[config.mk]
export PLATFORM = sky130hd
export DESIGN_NAME = booth_mac
export DESIGN_NICKNAME = d
export VERILOG_FILES = /design/src/rtl/booth_mac_pkg.sv /design/src/rtl/booth_recoder.sv /design/src/rtl/booth_pp_rows.sv /design/src/rtl/csa_tree.sv /design/src/rtl/prefix_adder.sv /design/src/rtl/booth_mac.sv
export SDC_FILE = /design/constraint.sdc
export NUM_CORES = 2
export LEC_CHECK = 0
export BUFFER_PORTS_ARGS = -buffer_cell sky130_fd_sc_hd__clkbuf_2
export CORE_MARGIN = 2
export CORE_UTILIZATION = 45
export CTS_CLUSTER_SIZE = 14
export DETAILED_ROUTE_END_ITERATION = 12
export SLEW_MARGIN = 20
export SYNTH_ARGS = -nofsm -noshare
export SYNTH_HDL_FRONTEND = slang
export SYNTH_HIERARCHICAL = 1
export SYNTH_SLANG_ARGS = --single-unit
export TNS_END_PERCENT = 50
[constraint.sdc]
create_clock -name clk -period 23.8 [get_ports clk]
set_clock_uncertainty 0.15 [all_clocks]
set_input_delay 1.19 -clock clk [delete_from_list [all_inputs] [get_ports clk]]
set_output_delay 1.19 -clock clk [all_outputs]
set_load 0.02 [all_outputs]
[src/rtl/booth_mac_pkg.sv]
// Shared types and helpers for the Booth multiply-accumulate datapath.
// Assumes the multiplier width is even.
package booth_mac_pkg;

    // Signed radix-4 digit selected by one overlapping group of three multiplier bits.
    typedef enum logic [2:0] {
        DIG_ZERO = 3'd0,
        DIG_POS1 = 3'd1,
        DIG_POS2 = 3'd2,
        DIG_NEG1 = 3'd3,
        DIG_NEG2 = 3'd4
    } booth_digit_e;

    // Map a three-bit group {high, mid, low} to its digit.
    function automatic booth_digit_e booth_decode(input logic [2:0] grp);
        case (grp)
            3'b001, 3'b010: return DIG_POS1;
            3'b011:         return DIG_POS2;
            3'b100:         return DIG_NEG2;
            3'b101, 3'b110: return DIG_NEG1;
            default:        return DIG_ZERO;
        endcase
    endfunction

    // Number of 3:2 levels that a Wallace-style reduction of n rows to two needs.
    function automatic int csa_levels(input int n);
        int rows;
        int lv;
        rows = n;
        lv   = 0;
        while (rows > 2) begin
            rows = (rows / 3) * 2 + (rows % 3);
            lv++;
        end
        return lv;
    endfunction

endpackage

[src/rtl/booth_recoder.sv]
// Recodes a signed multiplier into radix-4 Booth digits.
// An implicit zero sits below bit 0, and the operand is sign-extended above its top bit.
// Assumes B_W is even; produces B_W/2 + 1 digits, the last one a sign group.
module booth_recoder
    import booth_mac_pkg::*;
#(
    parameter int B_W    = 32,
    parameter int NUM_PP = B_W / 2 + 1
) (
    input  logic [B_W-1:0]                  mult_i,
    output booth_digit_e [NUM_PP-1:0]       digit_o
);
    localparam int BX_W = 2 * NUM_PP + 1;

    logic [BX_W-1:0] mult_x;

    // Extend the multiplier: zero below, sign copies above.
    assign mult_x = {{(BX_W - B_W - 1){mult_i[B_W-1]}}, mult_i, 1'b0};

    for (genvar gi = 0; gi < NUM_PP; gi++) begin : g_grp
        // Decode the overlapping three-bit group for digit gi.
        assign digit_o[gi] = booth_decode(mult_x[2*gi+2 : 2*gi]);
    end

endmodule

[src/rtl/booth_pp_rows.sv]
// Builds shifted, sign-extended partial-product rows from the Booth digits.
// A negative digit inverts its multiple. The +1 that completes the negation is
// collected for all rows into one extra correction row at bit 2*i.
// All rows are ACC_W wide; arithmetic is modulo 2^ACC_W.
module booth_pp_rows
    import booth_mac_pkg::*;
#(
    parameter int A_W    = 32,
    parameter int NUM_PP = 17,
    parameter int ACC_W  = 72,
    parameter int NUM_ROWS = NUM_PP + 1
) (
    input  logic [A_W-1:0]              mcand_i,
    input  booth_digit_e [NUM_PP-1:0]   digit_i,
    output logic [ACC_W-1:0]            row_o [NUM_ROWS]
);
    logic [ACC_W-1:0] mc_x1;
    logic [ACC_W-1:0] mc_x2;
    logic [ACC_W-1:0] corr_row;

    // Sign-extended one and two times the multiplicand.
    assign mc_x1 = {{(ACC_W - A_W){mcand_i[A_W-1]}}, mcand_i};
    assign mc_x2 = {mc_x1[ACC_W-2:0], 1'b0};

    for (genvar gi = 0; gi < NUM_PP; gi++) begin : g_row
        logic [ACC_W-1:0] mult_sel;
        logic             neg;

        // Pick the multiple for this digit, inverted when the digit is negative.
        always_comb begin
            neg = 1'b0;
            case (digit_i[gi])
                DIG_POS1: mult_sel = mc_x1;
                DIG_POS2: mult_sel = mc_x2;
                DIG_NEG1: begin mult_sel = ~mc_x1; neg = 1'b1; end
                DIG_NEG2: begin mult_sel = ~mc_x2; neg = 1'b1; end
                default:  mult_sel = '0;
            endcase
        end

        assign row_o[gi]        = mult_sel << (2 * gi);
        assign corr_row[2 * gi] = neg;
        if (2 * gi + 1 < ACC_W) begin : g_gap
            assign corr_row[2 * gi + 1] = 1'b0;
        end
    end

    if (2 * NUM_PP < ACC_W) begin : g_corr_hi
        assign corr_row[ACC_W-1 : 2*NUM_PP] = '0;
    end

    assign row_o[NUM_PP] = corr_row;

endmodule

[src/rtl/csa_tree.sv]
// Wallace-style reduction of NUM_ROWS operands to a sum and a carry vector
// using layers of 3:2 counters. Carries are shifted left and truncated to W.
// Sum + carry equals the sum of all inputs modulo 2^W.
module csa_tree
    import booth_mac_pkg::*;
#(
    parameter int W        = 72,
    parameter int NUM_ROWS = 18
) (
    input  logic [W-1:0] row_i [NUM_ROWS],
    output logic [W-1:0] sum_o,
    output logic [W-1:0] carry_o
);
    localparam int LEVELS = csa_levels(NUM_ROWS);

    logic [W-1:0] work [NUM_ROWS];
    logic [W-1:0] nxt  [NUM_ROWS];

    // Apply one 3:2 layer per level until two rows remain.
    always_comb begin
        int cnt;
        int m;
        cnt = NUM_ROWS;
        for (int r = 0; r < NUM_ROWS; r++) begin
            work[r] = row_i[r];
            nxt[r]  = '0;
        end
        for (int lv = 0; lv < LEVELS; lv++) begin
            m = 0;
            for (int r = 0; r < NUM_ROWS; r++) nxt[r] = '0;
            for (int j = 0; j < NUM_ROWS; j += 3) begin
                if (j + 2 < cnt) begin
                    nxt[m]     = work[j] ^ work[j+1] ^ work[j+2];
                    nxt[m + 1] = ((work[j] & work[j+1]) | (work[j] & work[j+2])
                                 | (work[j+1] & work[j+2])) << 1;
                    m = m + 2;
                end else if (j < cnt) begin
                    nxt[m] = work[j];
                    m = m + 1;
                    if (j + 1 < cnt) begin
                        nxt[m] = work[j+1];
                        m = m + 1;
                    end
                end
            end
            cnt = m;
            for (int r = 0; r < NUM_ROWS; r++) work[r] = nxt[r];
        end
        sum_o   = work[0];
        carry_o = (NUM_ROWS > 1) ? work[1] : '0;
    end

endmodule

[src/rtl/prefix_adder.sv]
// Kogge-Stone parallel-prefix adder, W bits, no carry in or out.
// Depth is log2(W) prefix levels plus the final XOR.
module prefix_adder #(
    parameter int W = 72
) (
    input  logic [W-1:0] x_i,
    input  logic [W-1:0] y_i,
    output logic [W-1:0] s_o
);
    localparam int LV = $clog2(W);

    logic [LV:0][W-1:0] gen;
    logic [LV:0][W-1:0] prp;

    // Bitwise generate and propagate.
    assign gen[0] = x_i & y_i;
    assign prp[0] = x_i ^ y_i;

    for (genvar l = 0; l < LV; l++) begin : g_lvl
        for (genvar i = 0; i < W; i++) begin : g_bit
            if (i >= (1 << l)) begin : g_merge
                assign gen[l+1][i] = gen[l][i] | (prp[l][i] & gen[l][i - (1 << l)]);
                assign prp[l+1][i] = prp[l][i] & prp[l][i - (1 << l)];
            end else begin : g_pass
                assign gen[l+1][i] = gen[l][i];
                assign prp[l+1][i] = prp[l][i];
            end
        end
    end

    // Sum bit i uses the group carry out of bits below i.
    assign s_o = prp[0] ^ {gen[LV][W-2:0], 1'b0};

endmodule

[src/rtl/booth_mac.sv]
// Signed multiply-accumulate with one operand pair per cycle.
// Flow: Booth recode -> partial-product rows -> carry-save tree ->
// 3:2 merge with the accumulator -> prefix adder -> accumulator register.
// Synchronous active-low reset; clear wins over enable; wraps modulo 2^ACC_W.
module booth_mac
    import booth_mac_pkg::*;
#(
    parameter int A_W   = 32,
    parameter int B_W   = 32,
    parameter int ACC_W = 72
) (
    input  logic             clk,
    input  logic             rst_n,
    input  logic             en_i,
    input  logic             clr_i,
    input  logic [A_W-1:0]   a_i,
    input  logic [B_W-1:0]   b_i,
    output logic [ACC_W-1:0] acc_o
);
    localparam int NUM_PP   = B_W / 2 + 1;
    localparam int NUM_ROWS = NUM_PP + 1;

    booth_digit_e [NUM_PP-1:0] digits;
    logic [ACC_W-1:0]          rows [NUM_ROWS];
    logic [ACC_W-1:0]          tree_sum;
    logic [ACC_W-1:0]          tree_cry;
    logic [ACC_W-1:0]          mrg_sum;
    logic [ACC_W-1:0]          mrg_cry;
    logic [ACC_W-1:0]          acc_next;
    logic [ACC_W-1:0]          acc_q;

    booth_recoder #(.B_W(B_W), .NUM_PP(NUM_PP)) u_recode (
        .mult_i  (b_i),
        .digit_o (digits)
    );

    booth_pp_rows #(.A_W(A_W), .NUM_PP(NUM_PP), .ACC_W(ACC_W),
                    .NUM_ROWS(NUM_ROWS)) u_rows (
        .mcand_i (a_i),
        .digit_i (digits),
        .row_o   (rows)
    );

    csa_tree #(.W(ACC_W), .NUM_ROWS(NUM_ROWS)) u_tree (
        .row_i   (rows),
        .sum_o   (tree_sum),
        .carry_o (tree_cry)
    );

    // Merge the product's two vectors with the accumulator in one 3:2 layer.
    always_comb begin
        mrg_sum = tree_sum ^ tree_cry ^ acc_q;
        mrg_cry = ((tree_sum & tree_cry) | (tree_sum & acc_q) | (tree_cry & acc_q)) << 1;
    end

    prefix_adder #(.W(ACC_W)) u_cpa (
        .x_i (mrg_sum),
        .y_i (mrg_cry),
        .s_o (acc_next)
    );

    // Accumulator register: reset, then clear, then enabled update.
    always_ff @(posedge clk) begin
        if (!rst_n)     acc_q <= '0;
        else if (clr_i) acc_q <= '0;
        else if (en_i)  acc_q <= acc_next;
    end

    assign acc_o = acc_q;

endmodule

# After elaboration in Yosys (flattened, before gate mapping)
# Index checks and enable logic that the tools add are counted.
# totals
n_memories,0
rom_bits,0
inputBits,68
mem_bits_rw,0
regBits,72
latch_bits,0
# classes
magnitude_cmp,0
addsub,0
n_div,0
n_eq_ne,167
n_shift,0
bitwise_logic,1165
multipliers,0
n_reduce_logical,50
mux,51
# ops
cell,count
$and A71 B71 Y71,50
$xor A72 B72 Y72,35
$or A71 B71 Y71,34
$and A1 B1 Y1,670
$or A1 B1 Y1,370
$pmux W72 S4,1
$pmux W70 S4,1
$pmux W68 S4,1
$pmux W66 S4,1
$pmux W64 S4,1
$pmux W62 S4,1
$pmux W60 S4,1
$pmux W58 S4,1
$pmux W56 S4,1
$pmux W54 S4,1
$pmux W52 S4,1
$pmux W50 S4,1
$eq A3 B2 Y1 const B,66
$eq A3 B3 Y1 const B,65
$pmux W3 S4,16
$pmux W48 S4,1
$pmux W46 S4,1
$pmux W44 S4,1
$pmux W42 S4,1
other kinds (11),111

# Logic depth before layout (Yosys ltp)
# logic_depth
ltp_word,41
ltp_mapped,35
ltp_nobuf,31

# Modules after synthesis
# The synthesis kept the hierarchy.
# by_module_without_submodules
module,n_inst,cells_each,area_each_um2,seq_area_each_um2
csa_tree,1,2708,28661.2,0.0
booth_pp_rows,1,3058,21201.6,0.0
prefix_adder,1,620,4146.5,0.0
booth_mac,1,307,4037.6,1441.4
booth_recoder,1,82,604.3,0.0

# Worst setup path before layout
# Ideal clock, no wire load.
# synth_timing
kind,input to register
from,in b_i[3]
to,reg acc_q[71] (netlist: acc_o[71])
t_arrival_ns,9.612
required_time_ns,23.533
cell_stages,31
setup_ns,0.117
setup_slack_ns,13.921
n_path_buf,5
cell_sequence,buf_2 -> and3b_1 -> a21o_1 -> or3b_1 -> buf_2 -> buf_6 -> o22ai_1 -> buf_4 -> fa_1 -> fa_1 -> inv_1 -> fa_1 -> fa_1 -> fa_1 -> inv_1 -> fa_1 -> fa_1 -> ha_1 -> clkbuf_1 -> a21oi_1 -> o21ai_0 -> nand3_1 -> o211ai_1 -> a31oi_1 -> o31ai_2 -> a2111o_1 -> a31oi_2 -> o31ai_1 -> xnor2_1 -> mux2i_1 -> nor2_1
# synth_lines
element,line,source
from (decl),booth_mac.sv:17,"input logic [B_W-1:0] b_i,"
to (signal assigned),booth_mac.sv:66,else if (en_i) acc_q <= acc_next;
to (decl),booth_mac.sv:30,logic [ACC_W-1:0] acc_q;

==> impl_metrics.tcl <==
set metrics [dict create \
    ys_ff_latch 72 \
    crit_arrival_ns 10.73 \
    yosysMostFrequentCell "inv_1" \
    grt_util_all_layers_pct 26.2 \
    numClockSinks 72 \
    worst_setup_hold_path_clk_slew_ns 0.06 \
    finalNetCount 7465 \
    synth_cells 6775 \
    final_setup_fails 0 \
    syn_avg_cell_area_um2 8.66 \
    drc 0 \
    i_o_pins 140 \
    required_ns 23.88 \
    area.sequential_um2 1440 \
    viasPerCell 5.46 \
    timing.final.max_slew_violations 0 \
    cts_max_path_buffers 2 \
    synth_top_cells_by_count "1595 x inv_1, 1194 x fa_1, 742 x buf_4" \
    ratio_of_cells_with_drive_above_1_in_the_final_layout_pct 6.38 \
    timing.hold.worst.class "flop to flop" \
    via_count 42900 \
    place_ws_ns 12.83 \
    post-cts-setup-buffers 0 \
    grt_remaining_overflow 0 \
    dp_hpwl_um 130000 \
    max_stage_delay_ns 0.69 \
    die_area_um2 133000 \
    core_um2 129000 \
    clock_insertion_delay_worst_skew_ns 0.37 \
    routed_wirelength_um 173000 \
    netlist.top_cell.by_area "fa_1" \
    layout_setup_ws_ns 13.15 \
    cts_hold_repair.buffers 0 \
    fmax_mhz 93.9 \
    detailed_router_iteration_count_before_antenna_repair 6 \
    setup.worst_path.end_class "flop" \
    layout-area-overhead-vs-synth_pct -3.59 \
    die_w_um 365 \
    grt_antenna_before_repair 2 \
    crit_path_frequent_cell "fa_1" \
    routedWlPerCell_um 22.0 \
    finalHoldViolations 0 \
    synth_top_flop_cell "dfxtp_1" \
    synth_area_um2 58700 \
    antenna_left 0 \
    layout_worst_path_cycle_share_pct 44.7 \
    yosys-top-cells-area "fa_1 41%, inv_1 10%, buf_4 9.5%" \
    setup.worst_path.start_class "primary input" \
    critPathMaxFanout 37 \
    grt_setup_unrepaired "false" \
    max_slew.worst_pin.slew_ns 1.27 \
    detailedRoute.firstIterationViolations 4809 \
    path_class "primary input to flop" \
    post_cts_resized 0 \
    grt_pass1_wl_um 266000 \
    die_height_um 365 \
    pin_count_of_the_biggest_net_entering_global_routing 73 \
    synth-edff-count 0 \
    gp_routability_congestion 0.933 \
    portBuffers 139 \
    max-slew-margin-rel_pct 15.3 \
    cts_buffers 9 \
    cpMaxStageDelayCell "fa_1" \
    final_period_minus_worst_setup_slack_ns 10.65 \
    async_reset_ff_share_pct 0 \
    htree_levels 3 \
    initial_utilization_pct 45.3 \
    fin_setup_tns_ns 0 \
    filler_cells_inserted 12900 \
    synth.lib_cells_used.distinct 76 \
    first_global_vias 42800 \
    status "finished, final reports clean" \
    yosys.area.top_type_share_pct 40.8 \
    clk_root_buffer_cell "clkbuf_16" \
    multi_input_area_um2 44900 \
    placementRows 132 \
    ys_seq_area_share_pct 2.46 \
    synth.yosys.warnings 6 \
    dpl-instance-area_um2 56200 \
    cts_tree "built" \
    max_ffs_per_register 72 \
    fin_area_um2 56500 \
    drv_cap 0 \
]
[per-stage QoR]
stage | std cells | hold WS, ns | utilization (%)
3_3_place_gp | 7851 | 0.391 | 43.4
5_1_grt | 7867 | 0.439 | 43.7
3_5_place_dp | 7851 | 0.397 | 43.4
4_1_cts | 7867 | 0.408 | 43.7
6_report | 7868 | 0.405 | 43.7
2_1_floorplan | 7104 | 0.455 | -
[path summary, 6_finish.rpt]
kind,startpoint,endpoint,slack [ns],depth (start not counted)
hold reg to reg,acc_o[10],acc_o[10],0.41,2
setup reg to reg,acc_o[1],acc_o[66],19.26,15
hold / removal,acc_o[10],acc_o[10],0.41,2
setup / recovery,b_i[26],acc_o[71],13.15,32
[routing by layer]
metal / vias up / GRT usage, % / share of wire [%]
li1: 18800 / - / -
met1: 21600 / 39.8 / 44
met3: 219 / 6.41 / 12
met4: 4 / 6.72 / 2.8
met5: - / 0 / 0.0098
met2: 2311 / 37.0 / 41
[layout make-up]
cell class                 count  area share, %
clock buffer                  11          0.429
antenna                        1        0.00443
sequential                    72           2.55
multi-input combinational   4176           79.5
inverter                    1595           10.6
tap                         1742           3.85
clock inverter                 5          0.184
timing repair buffer         266           2.93
[worst max-delay path, delay by kind of cell]
family,cells,cell delay (ns)
adder cells (fa/ha/maj),8,4.17
multiplexers,1,0.14
XOR/XNOR,2,0.27
AND/OR/NAND/NOR,4,0.93
buffers and inverters,8,1.80
AO/OA/AOI/OAI,9,2.16
[cell usage in the layout, fill, tap and decap left out, types with 9 or more instances in the layout]
cell type / Yosys / layout
a21o_1: 36 / 29
a21oi_1: 116 / 110
a22oi_1: 390 / 390
a31oi_1: 9 / 9
a32oi_1: 60 / 60
and3b_1: 21 / 21
buf_4: 742 / 129
clkbuf_16: 0 / 9
clkbuf_2: 14 / 137
conb_1: 4 / 333
dfxtp_1: 72 / 72
fa_1: 1194 / 1194
ha_1: 83 / 83
inv_1: 1595 / 1595
mux2i_1: 145 / 145
nand2_1: 162 / 162
nand3_1: 17 / 17
nand4_1: 19 / 19
nor2_1: 126 / 125
nor2b_1: 44 / 31
nor2b_2: 0 / 10
nor3b_2: 0 / 13
o21a_1: 9 / 9
o21ai_0: 76 / 76
o21ai_1: 107 / 107
o21bai_1: 9 / 9
o22ai_1: 418 / 403
o32a_1: 75 / 75
or2_2: 15 / 15
or3b_1: 15 / 15
xnor2_1: 80 / 80
xor2_1: 506 / 493
xor2_2: 0 / 11
[cell families after synthesis]
| kind of cell | after synthesis | share of synthesized area, % |
|---|---|---|
| XOR/XNOR | 587 | 8.79 |
| buffers and inverters | 2856 | 23.8 |
| AND/OR/NAND/NOR | 477 | 4.07 |
| multiplexers | 145 | 2.47 |
| flip-flops | 72 | 2.46 |
| other | 4 | 0.0256 |
| AO/OA/AOI/OAI | 1357 | 15.8 |
| adder cells (fa/ha/maj) | 1277 | 42.5 |
Power is left out: the tool's default activity adds up to more than one toggle a clock period on the data nets, which glitch-free logic cannot reach.
